<file path="src/rtl/sbt_pkg.sv">
`timescale 1ns/1ps
package sbt_pkg;
  typedef enum logic [1:0] {
    MODE_OFF = 2'b00,
    MODE_TX  = 2'b01,
    MODE_RX  = 2'b10,
    MODE_TXB = 2'b11
  } sbt_mode_e;

  // register addresses
  localparam logic [1:0] A_CTRL = 2'd0;
  localparam logic [1:0] A_STAT = 2'd1;
  localparam logic [1:0] A_CNT  = 2'd2;

  // status field positions
  localparam int B_FA  = 0;
  localparam int B_DAT = 1;
  localparam int B_FB  = 2;

  // control field positions
  localparam int B_MODE = 0;
  localparam int B_IEA  = 2;
  localparam int B_IEB  = 3;
endpackage

</file>
<file path="src/rtl/sbt_tx_engine.sv">
`timescale 1ns/1ps
module sbt_tx_engine #(
  parameter int CW = 10
) (
  input  logic          clk,
  input  logic          rst,
  input  logic          en,
  input  logic          buf_full,
  input  logic          buf_bit,
  input  logic [CW-1:0] reload,
  output logic          take_o,
  output logic          done_o,
  output logic          pin_o,
  output logic          busy_o,
  output logic [CW-1:0] cnt_o
);
  logic          busy_q;
  logic          pin_q;
  logic [CW-1:0] cnt_q;
  logic          expired;

  assign expired = busy_q && (cnt_q == '0);

  always_comb begin
    take_o = en && buf_full && (!busy_q || expired);
    done_o = en && expired && !buf_full;
  end

  always_ff @(posedge clk) begin
    if (rst) begin
      busy_q <= 1'b0;
      pin_q  <= 1'b0;
      cnt_q  <= '0;
    end else if (!en) begin
      busy_q <= 1'b0;
    end else if (take_o) begin
      pin_q  <= buf_bit;
      cnt_q  <= reload;
      busy_q <= 1'b1;
    end else if (done_o) begin
      busy_q <= 1'b0;
    end else if (busy_q) begin
      cnt_q <= cnt_q - 1'b1;
    end
  end

  assign pin_o  = pin_q;
  assign busy_o = busy_q;
  assign cnt_o  = cnt_q;
endmodule

</file>
<file path="src/rtl/sbt_rx_engine.sv">
`timescale 1ns/1ps
module sbt_rx_engine #(
  parameter int CW   = 10,
  parameter int SYNC = 2
) (
  input  logic          clk,
  input  logic          rst,
  input  logic          en,
  input  logic          pin,
  output logic          edge_o,
  output logic          level_o,
  output logic          ovf_o,
  output logic [CW-1:0] cnt_o
);
  localparam logic [CW-1:0] CNT_MAX = '1;

  logic [SYNC-1:0] sync_q;
  logic            prev_q;
  logic [CW-1:0]   cnt_q;

  generate
    if (SYNC == 1) begin : g_single
      always_ff @(posedge clk) begin
        if (rst) sync_q <= '0;
        else     sync_q <= pin;
      end
    end else begin : g_chain
      always_ff @(posedge clk) begin
        if (rst) sync_q <= '0;
        else     sync_q <= {sync_q[SYNC-2:0], pin};
      end
    end
  endgenerate

  assign level_o = sync_q[SYNC-1];
  assign edge_o  = en && (level_o != prev_q);
  assign ovf_o   = en && !edge_o && (cnt_q == CNT_MAX);

  always_ff @(posedge clk) begin
    if (rst) begin
      prev_q <= 1'b0;
      cnt_q  <= '0;
    end else begin
      prev_q <= level_o;
      if (!en)         cnt_q <= '0;
      else if (edge_o) cnt_q <= CW'(1);
      else             cnt_q <= cnt_q + 1'b1;
    end
  end

  assign cnt_o = cnt_q;
endmodule

</file>
<file path="src/rtl/serial_bit_timer.sv">
`timescale 1ns/1ps
module serial_bit_timer
  import sbt_pkg::*;
#(
  parameter int DW   = 16,
  parameter int CW   = 10,
  parameter int AW   = 2,
  parameter int SYNC = 2
) (
  input  logic          clk,
  input  logic          rst,
  input  logic          wr_en,
  input  logic          rd_en,
  input  logic [AW-1:0] addr,
  input  logic [DW-1:0] wdata,
  output logic [DW-1:0] rdata,
  input  logic [CW-1:0] reload,
  input  logic          rx_pin,
  output logic          tx_pin,
  output logic          irq
);
  sbt_mode_e     mode_q, mode_d;
  logic          iea_q, iea_d, ieb_q, ieb_d;
  logic          flag_a_q, flag_a_d, flag_b_q, flag_b_d;
  logic          buf_full_q, buf_bit_q;
  logic          rx_pol_q;
  logic [CW-1:0] cap_q;
  logic [DW-1:0] rdata_q, rd_word;
  logic          irq_q;

  logic          tx_en, rx_en;
  logic          wr_ctrl, wr_stat, rd_stat;
  logic          tx_take, tx_done, tx_busy;
  logic [CW-1:0] tx_cnt;
  logic          rx_edge, rx_level, rx_ovf;
  logic [CW-1:0] rx_cnt;
  logic          set_a, set_b;
  logic          unused_wdata;

  assign unused_wdata = ^wdata;

  assign tx_en   = mode_q[0];
  assign rx_en   = (mode_q == MODE_RX);
  assign wr_ctrl = wr_en && (addr == AW'(A_CTRL));
  assign wr_stat = wr_en && (addr == AW'(A_STAT));
  assign rd_stat = rd_en && (addr == AW'(A_STAT));

  sbt_tx_engine #(.CW(CW)) u_tx (
    .clk      (clk),
    .rst      (rst),
    .en       (tx_en),
    .buf_full (buf_full_q),
    .buf_bit  (buf_bit_q),
    .reload   (reload),
    .take_o   (tx_take),
    .done_o   (tx_done),
    .pin_o    (tx_pin),
    .busy_o   (tx_busy),
    .cnt_o    (tx_cnt)
  );

  sbt_rx_engine #(.CW(CW), .SYNC(SYNC)) u_rx (
    .clk     (clk),
    .rst     (rst),
    .en      (rx_en),
    .pin     (rx_pin),
    .edge_o  (rx_edge),
    .level_o (rx_level),
    .ovf_o   (rx_ovf),
    .cnt_o   (rx_cnt)
  );

  assign set_a = tx_take || rx_ovf;
  assign set_b = tx_done || rx_edge;

  // next state of control and flags; a new event beats the read clear
  always_comb begin
    mode_d   = wr_ctrl ? sbt_mode_e'(wdata[B_MODE +: 2]) : mode_q;
    iea_d    = wr_ctrl ? wdata[B_IEA] : iea_q;
    ieb_d    = wr_ctrl ? wdata[B_IEB] : ieb_q;
    flag_a_d = set_a || (flag_a_q && !rd_stat);
    flag_b_d = set_b || (flag_b_q && !rd_stat);
  end

  always_ff @(posedge clk) begin
    if (rst) begin
      mode_q   <= MODE_OFF;
      iea_q    <= 1'b0;
      ieb_q    <= 1'b0;
      flag_a_q <= 1'b0;
      flag_b_q <= 1'b0;
      irq_q    <= 1'b0;
    end else begin
      mode_q   <= mode_d;
      iea_q    <= iea_d;
      ieb_q    <= ieb_d;
      flag_a_q <= flag_a_d;
      flag_b_q <= flag_b_d;
      irq_q    <= (flag_a_d && iea_d) || (flag_b_d && ieb_d);
    end
  end

  // one-bit transmit buffer: a write in the same cycle as a take refills it
  always_ff @(posedge clk) begin
    if (rst) begin
      buf_full_q <= 1'b0;
      buf_bit_q  <= 1'b0;
    end else if (wr_stat && tx_en) begin
      buf_full_q <= 1'b1;
      buf_bit_q  <= wdata[B_DAT];
    end else if (tx_take) begin
      buf_full_q <= 1'b0;
    end
  end

  // receive capture
  always_ff @(posedge clk) begin
    if (rst) begin
      cap_q    <= '0;
      rx_pol_q <= 1'b0;
    end else if (rx_edge) begin
      cap_q    <= rx_cnt;
      rx_pol_q <= rx_level;
    end
  end

  always_comb begin
    rd_word = '0;
    case (addr)
      AW'(A_CTRL): begin
        rd_word[B_MODE +: 2] = mode_q;
        rd_word[B_IEA]       = iea_q;
        rd_word[B_IEB]       = ieb_q;
      end
      AW'(A_STAT): begin
        rd_word[B_FA]  = flag_a_q;
        rd_word[B_DAT] = rx_en ? rx_pol_q : buf_bit_q;
        rd_word[B_FB]  = flag_b_q;
      end
      AW'(A_CNT): rd_word[CW-1:0] = cap_q;
      default:    rd_word = '0;
    endcase
  end

  always_ff @(posedge clk) begin
    if (rst)        rdata_q <= '0;
    else if (rd_en) rdata_q <= rd_word;
  end

  assign rdata = rdata_q;
  assign irq   = irq_q;
endmodule

</file>
<file path="config.mk">
export PLATFORM = sky130hd
export DESIGN_NAME = serial_bit_timer
export DESIGN_NICKNAME = d
export VERILOG_FILES = /design/src/rtl/sbt_pkg.sv /design/src/rtl/sbt_tx_engine.sv /design/src/rtl/sbt_rx_engine.sv /design/src/rtl/serial_bit_timer.sv
export SDC_FILE = /design/constraint.sdc
export NUM_CORES = 1
export LEC_CHECK = 0
export ABC_CLOCK_PERIOD_IN_PS = 2300
export BUFFER_PORTS_ARGS = -buffer_cell sky130_fd_sc_hd__buf_2
export CORE_ASPECT_RATIO = 0.6
export CORE_MARGIN = 3
export CORE_UTILIZATION = 32
export DETAILED_ROUTE_END_ITERATION = 10
export PLACE_DENSITY = 0.53
export SETUP_SLACK_MARGIN = 0.3
export SLEW_MARGIN = 10
export SYNTH_ARGS = -nofsm -noshare
export SYNTH_HDL_FRONTEND = slang
export SYNTH_SLANG_ARGS = --single-unit
</file>
<file path="constraint.sdc">
create_clock -name clk -period 2.3 [get_ports clk]
set_clock_uncertainty 0.15 [all_clocks]
set_input_delay 0.115 -clock clk [delete_from_list [all_inputs] [get_ports clk]]
set_output_delay 0.115 -clock clk [all_outputs]
set_load 0.005 [all_outputs]
</file>
---- Yosys cells after proc, flatten, opt, wreduce, memory -nomap -nowiden ----
Index checks and enable logic that the tools add are counted.
word-level totals
  output and inout port bits .............. 18
  word-level logic and storage cells ...... 78
  flip-flop bits (word level) ............. 55
  input port bits ......................... 33
operators by class
  eq/ne operators ......................... 6
  add/subtract/negate cells ............... 2
  muxes and demuxes ....................... 14
  bitwise gates (word level) .............. 2
  reduce and logical (&&, ||, !) cells .... 36
operator list
  kind                   number
  $mux 10                3
  $logic_and 1x1->1      16
  $add 10x1->10 const B  1
  $eq 10x10->1 const B   1
  $logic_not 10->1       1
  $sub 10x1->10 const B  1
  $pmux 3 s3             1
  $mux 1                 8
  $logic_or 1x1->1       6
  $mux 6                 1
  $reduce_bool 2->1      3
  $eq 2x2->1 const B     2
  $logic_not 1->1        4
  $reduce_or 2->1        2
  $reduce_and 3->1       1
  $reduce_or 3->1        1
  $eq 2x1->1 const B     1
  $logic_not 2->1        1
  $ne 2x2->1 const B     1
  $not 1->1              2
  $pmux 1 s2             1
  $reduce_and 2->1       1
  $ne 1x1->1             1

---- Logic depth before layout (Yosys ltp) ----
  word-level depth ........................ 9
  mapped depth ............................ 9

---- Modules after synthesis ----
From an unflattened synthesis, not the netlist that was laid out.
second synthesis, totals
  cells, all modules ...................... 303
  area total of the unflattened synthesis .. 2680.1 µm²
modules (own cells, without submodules)
  module            cells an instance  instances  area each (µm²)  seq. area each (µm²)
  serial_bit_timer  130                1          1256.2           600.6
  sbt_tx_engine     118                1          899.6            240.2
  sbt_rx_engine     55                 1          524.3            260.2

---- Worst setup path after synthesis ----
No wires, ideal clock.
  path type ............................... reg2reg
  from .................................... reg u_tx.cnt_q[5], in the netlist u_tx.cnt_o[5]
  to ...................................... reg u_tx.cnt_q[4], in the netlist u_tx.cnt_o[4]
  setup slack ............................. 0.207 ns
  cell stages (with the launch flop) ...... 8
  arrival ................................. 1.828 ns
  data required time ...................... 2.035 ns
  cells stage by stage .................... dfxtp_1 -> or4_4 -> or3_1 -> buf_6 -> o21ai_4 -> buf_6 -> a21oi_1 -> o21a_1
between the ends
  longest elaborated chain between the ends .. 6
  elaborated cells on any way between the ends .. 10
  those cells by class .................... 1 x eq/ne; 1 x mux; 8 x reduce/logical
ends and longest elaborated chain
  element                                                                  RTL line                                  RTL
  start: declaration                                                       sbt_tx_engine.sv:19                       logic [CW-1:0] cnt_q;
  start signal: assignment                                                 sbt_tx_engine.sv:38                       cnt_q <= reload;
  start signal: assignment                                                 sbt_tx_engine.sv:43                       cnt_q <= cnt_q - 1'b1;
  $logic_not 10->1 (*)                                                     sbt_tx_engine.sv:22                       assign expired = busy_q && (cnt_q == '0);
  $logic_and 1x1->1 (*)                                                    sbt_tx_engine.sv:22
  $logic_or 1x1->1 / $logic_and 1x1->1 (equally long branches)             sbt_tx_engine.sv:25, sbt_tx_engine.sv:26
  $logic_and 1x1->1 (on tied branches)                                     sbt_tx_engine.sv:25, sbt_tx_engine.sv:26
  $ne 2x2->1 (no source line) / $reduce_bool 2->1 (equally long branches)  --
  $reduce_and 3->1 (no source line)                                        --
Mark *: on every way between the ends. The rest lies on a longest branch, timed or not.
A chain may end at the register's enable or synchronous reset.

---- Worst setup path after layout ----
  from .................................... reg u_tx.cnt_q[5], in the netlist u_tx.cnt_o[5]
  to ...................................... reg u_tx.cnt_q[9], in the netlist u_tx.cnt_o[9]
between the ends
  longest elaborated chain between the ends .. 6
  elaborated cells on any way between the ends .. 13
  those cells by class .................... 1 x add/sub; 1 x eq/ne; 3 x mux; 8 x reduce/logical
ends and longest elaborated chain
  element
  branches (longest 6 deep; another with $sub 10x1->10)
Parallel ways; which one is timed is not known. The select of a mux whose other input is x is not followed.

==> impl_results.md <==
* Tot Pwr at approximately 0.0018 W
* Critical path's slowest cell: or4_4
* Worst rel slew slack at a little over half
* DPL Wire Length at ~5000 um
* TNS Setup at 0 ps
* Post-synth top cells: dfxtp_1, nand2_1, nor2_1, a21oi_1, nand3_1
* Final worst slack at 177 ps
* First-pass GRT wire length at roughly 10000 um
* RSZ-0062 raised after global routing: true
* Fraction of registers with async set/reset at 0%
* Placed Instance Area at about 0.0029 mm^2
* Total gr overflow at 0
* H-tree depth at 2
* Routed wire length per instance at roughly 14 um
* VDD IR-drop max at ~0.24 mV
* Num rows at 24
* Maxcap violations at 0
* TritonCTS Sinks at 55
* Worst hold stages at 5
* HP Class: in2reg
* PwrDens at around 560 mW/mm^2
* Fin nets at about 400
* Skew-Pair Late Insertion Delay at 300 ps
* Routed via count at approximately 2300
* Setup crit start kind: flip-flop
* Cell with the most instances after synthesis: dfxtp_1
* Worst endpoint required time at approximately 2400 ps
* Worst r2r path cells at 6
* Crit path cell chain: or4_4 > or3_4 > a21oi_4 > buf_4 > a21oi_2 > nor3_2
* Worst slack, placed at 113 ps
* Reg clk slew, reported paths at 70 ps
* Mapped Area at around 0.0026 mm^2
* Final period util at between 90% and 100%
* Leading area contributor after synthesis: dfxtp_1
* Bufs and invs on worst path at 1
* Pre-antenna DRT Iters at 4
* Synth Register Bits at 55
* Initial antenna violation count at 0
* Port bufs at 32
* # IOs at between 50 and 60
* Yosys warns at 0
* Num CTS Buffers at 5
* WP depth at 6
* Filler cells at between 700 and 800
* Starting DRT DRC Count at a little over 90
* Via density at roughly 4.9
* Fmax at between 400 and 500 MHz
* Setup-failing EPs final at 0
* Crit-path leading delay family: simple AND/OR/NAND/NOR gates
* Synth Area per Inst at roughly 8.4 um^2
* Area contributors post-synth: dfxtp_1, a21oi_1, nand2_1, nor2_1, mux2i_1
* Die Y-Extent at roughly 75 um
* Starting Density at around a third
* Post-route insts no fill at about 470
* Crit Path Class: reg2reg
* CP max FO at 7
* Post-route cell area at roughly 0.0033 mm^2
* Layout cells sized above 1 at 23.8%
* Die width at around 120 um
* Status: finished, final reports clean
* Core area at roughly 0.0075 mm^2
* Final slew viol count at 0
* Nature of the critical path endpoint: flip-flop
* CTS tree: built
* Vias in the first global route at between 1500 and 2000
* Worst Path Arrival at 2200 ps
* Root Driver: clkbuf_16
* Post-synth top flop: dfxtp_1
* Slew @ Worst Pin at 670 ps
* EDFF count, synth at 0
* Period minus WS final at 2120 ps
* Leak at 1.28 nW
* DRC at 0
* Sequential area share after synthesis at between 40% and 50%
* Total Routing Usage GR at approximately 15%
* Layout area overhead at 27.0%
* Antenna diodes at 0
* Routability Congestion at roughly 0.84
* Bufs on Longest Clock Path at 2
* Final ANT Viol Nets at 0
* Number of distinct library cells after synthesis at 53
* Final wirelength at approximately 6600 um
* Cells after Synth at around 300
* Largest net degree at the start of global routing at between 40 and 50
* Die area at approximately 0.0091 mm^2
* Final hold vios at 0
* CP max stage delay at 550 ps
* Top-area cell type share of the netlist area at 43.0%
* Placed Cells at 445
## worst reg2reg max path, cell delays in order (launching register included)
cell and delay, ps:
dfxtp_2 320, or4_4 550, or3_4 390, a21oi_4 300, buf_4 170, a21oi_2 30, nor3_2 130
## logic make-up after synthesis
group           count (synthesis)  share of synthesized area, %
fa+ha+maj                       3                          1.47
other cells                     1                         0.146
compound gates                 68                          17.8
mux                            10                          3.96
xor+xnor                       10                          3.42
flops                          55                          43.0
simple gates                  130                          24.8
buf+inv                        27                          5.47
## metrics by stage
stage	util, %	hold WS (ps)
finish	43.3	42.9
global route	43.3	57.7
CTS	42.4	40.9
detailed placement	38.8	181
global placement	38.8	178
floorplan	-	93.2
## cell type report
class / instances / area [um^2] / share of cell area (%)
clock buffers: 6 / 129 / 3.96
clock inverters: 2 / 16.3 / 0.500
inverters: 6 / 22.5 / 0.693
multi-input cells: 227 / 1400 / 43.1
flip-flops and latches: 55 / 1100 / 33.9
well taps: 104 / 130 / 4.00
repair buffers: 66 / 449 / 13.8
## sequential cells by signal (all words and copies together) (netlist names), 2 cells and up
register,count
cap_q,10
mode_q,2
rdata,10
u_rx.cnt_o,10
u_rx.sync_q,2
u_tx.cnt_o,10
## routing by layer
metal	wire length (um)	part of all wire (%)	GRT usage (%)	vias to the layer above
met1	3850	58	24.1	1031
met4	34	0.51	5.47	0
li1	-	-	-	1174
met2	2370	36	18.2	58
met5	0	0	0	-
met3	377	5.7	3.41	4
## power breakdown
group,total [W],switching (W),internal [W]
Clock,0.000761,0.000352,0.000409
Combinational,0.000102,0.0000565,0.0000455
Sequential,0.000965,0.00000526,0.000960
## cells in the final DEF (no fill, tap or decap), types with 2 or more instances in the layout
cell type,Yosys,final
o21ai_0,11,7
nand4_1,3,3
nand2_1,35,35
nor3_2,0,2
nor3b_1,3,3
buf_2,1,32
o21a_1,4,4
a21oi_1,27,26
o31ai_1,3,2
o21ai_1,1,4
dfxtp_2,0,2
buf_4,6,22
and3_1,6,6
nor3_1,7,5
inv_1,5,5
ha_1,3,3
dfxtp_1,55,53
nor2_1,34,33
a22oi_1,2,2
nand3_1,15,15
a31oi_1,3,3
conb_1,1,6
xor2_1,6,6
buf_6,2,3
mux2i_1,9,9
dlygate4sd3_1,0,9
nand2b_1,8,8
clkbuf_16,0,5
xnor2_1,4,4
nor2b_1,5,5
nor4_1,4,3
a211oi_1,4,4
## timing repair
action,in CTS,in global routing
hold endpoints to repair,10,0
hold buffers,9,0
pin swaps,7,4
setup buffers,1,3
gates resized for setup,8,11
setup endpoints to repair,13,14
## path summary, 6_finish.rpt
| kind | startpoint | to | slack, ps |
|---|---|---|---|
| max | u_tx.cnt_o[5] | u_tx.cnt_o[9] | 180 |
| min | reload[9] | u_tx.cnt_o[9] | 40 |
| max reg2reg | u_tx.cnt_o[5] | u_tx.cnt_o[9] | 180 |
| min reg2reg | u_rx.sync_q[0] | u_rx.sync_q[1] | 290 |
Power figures use the tool's default switching activity.
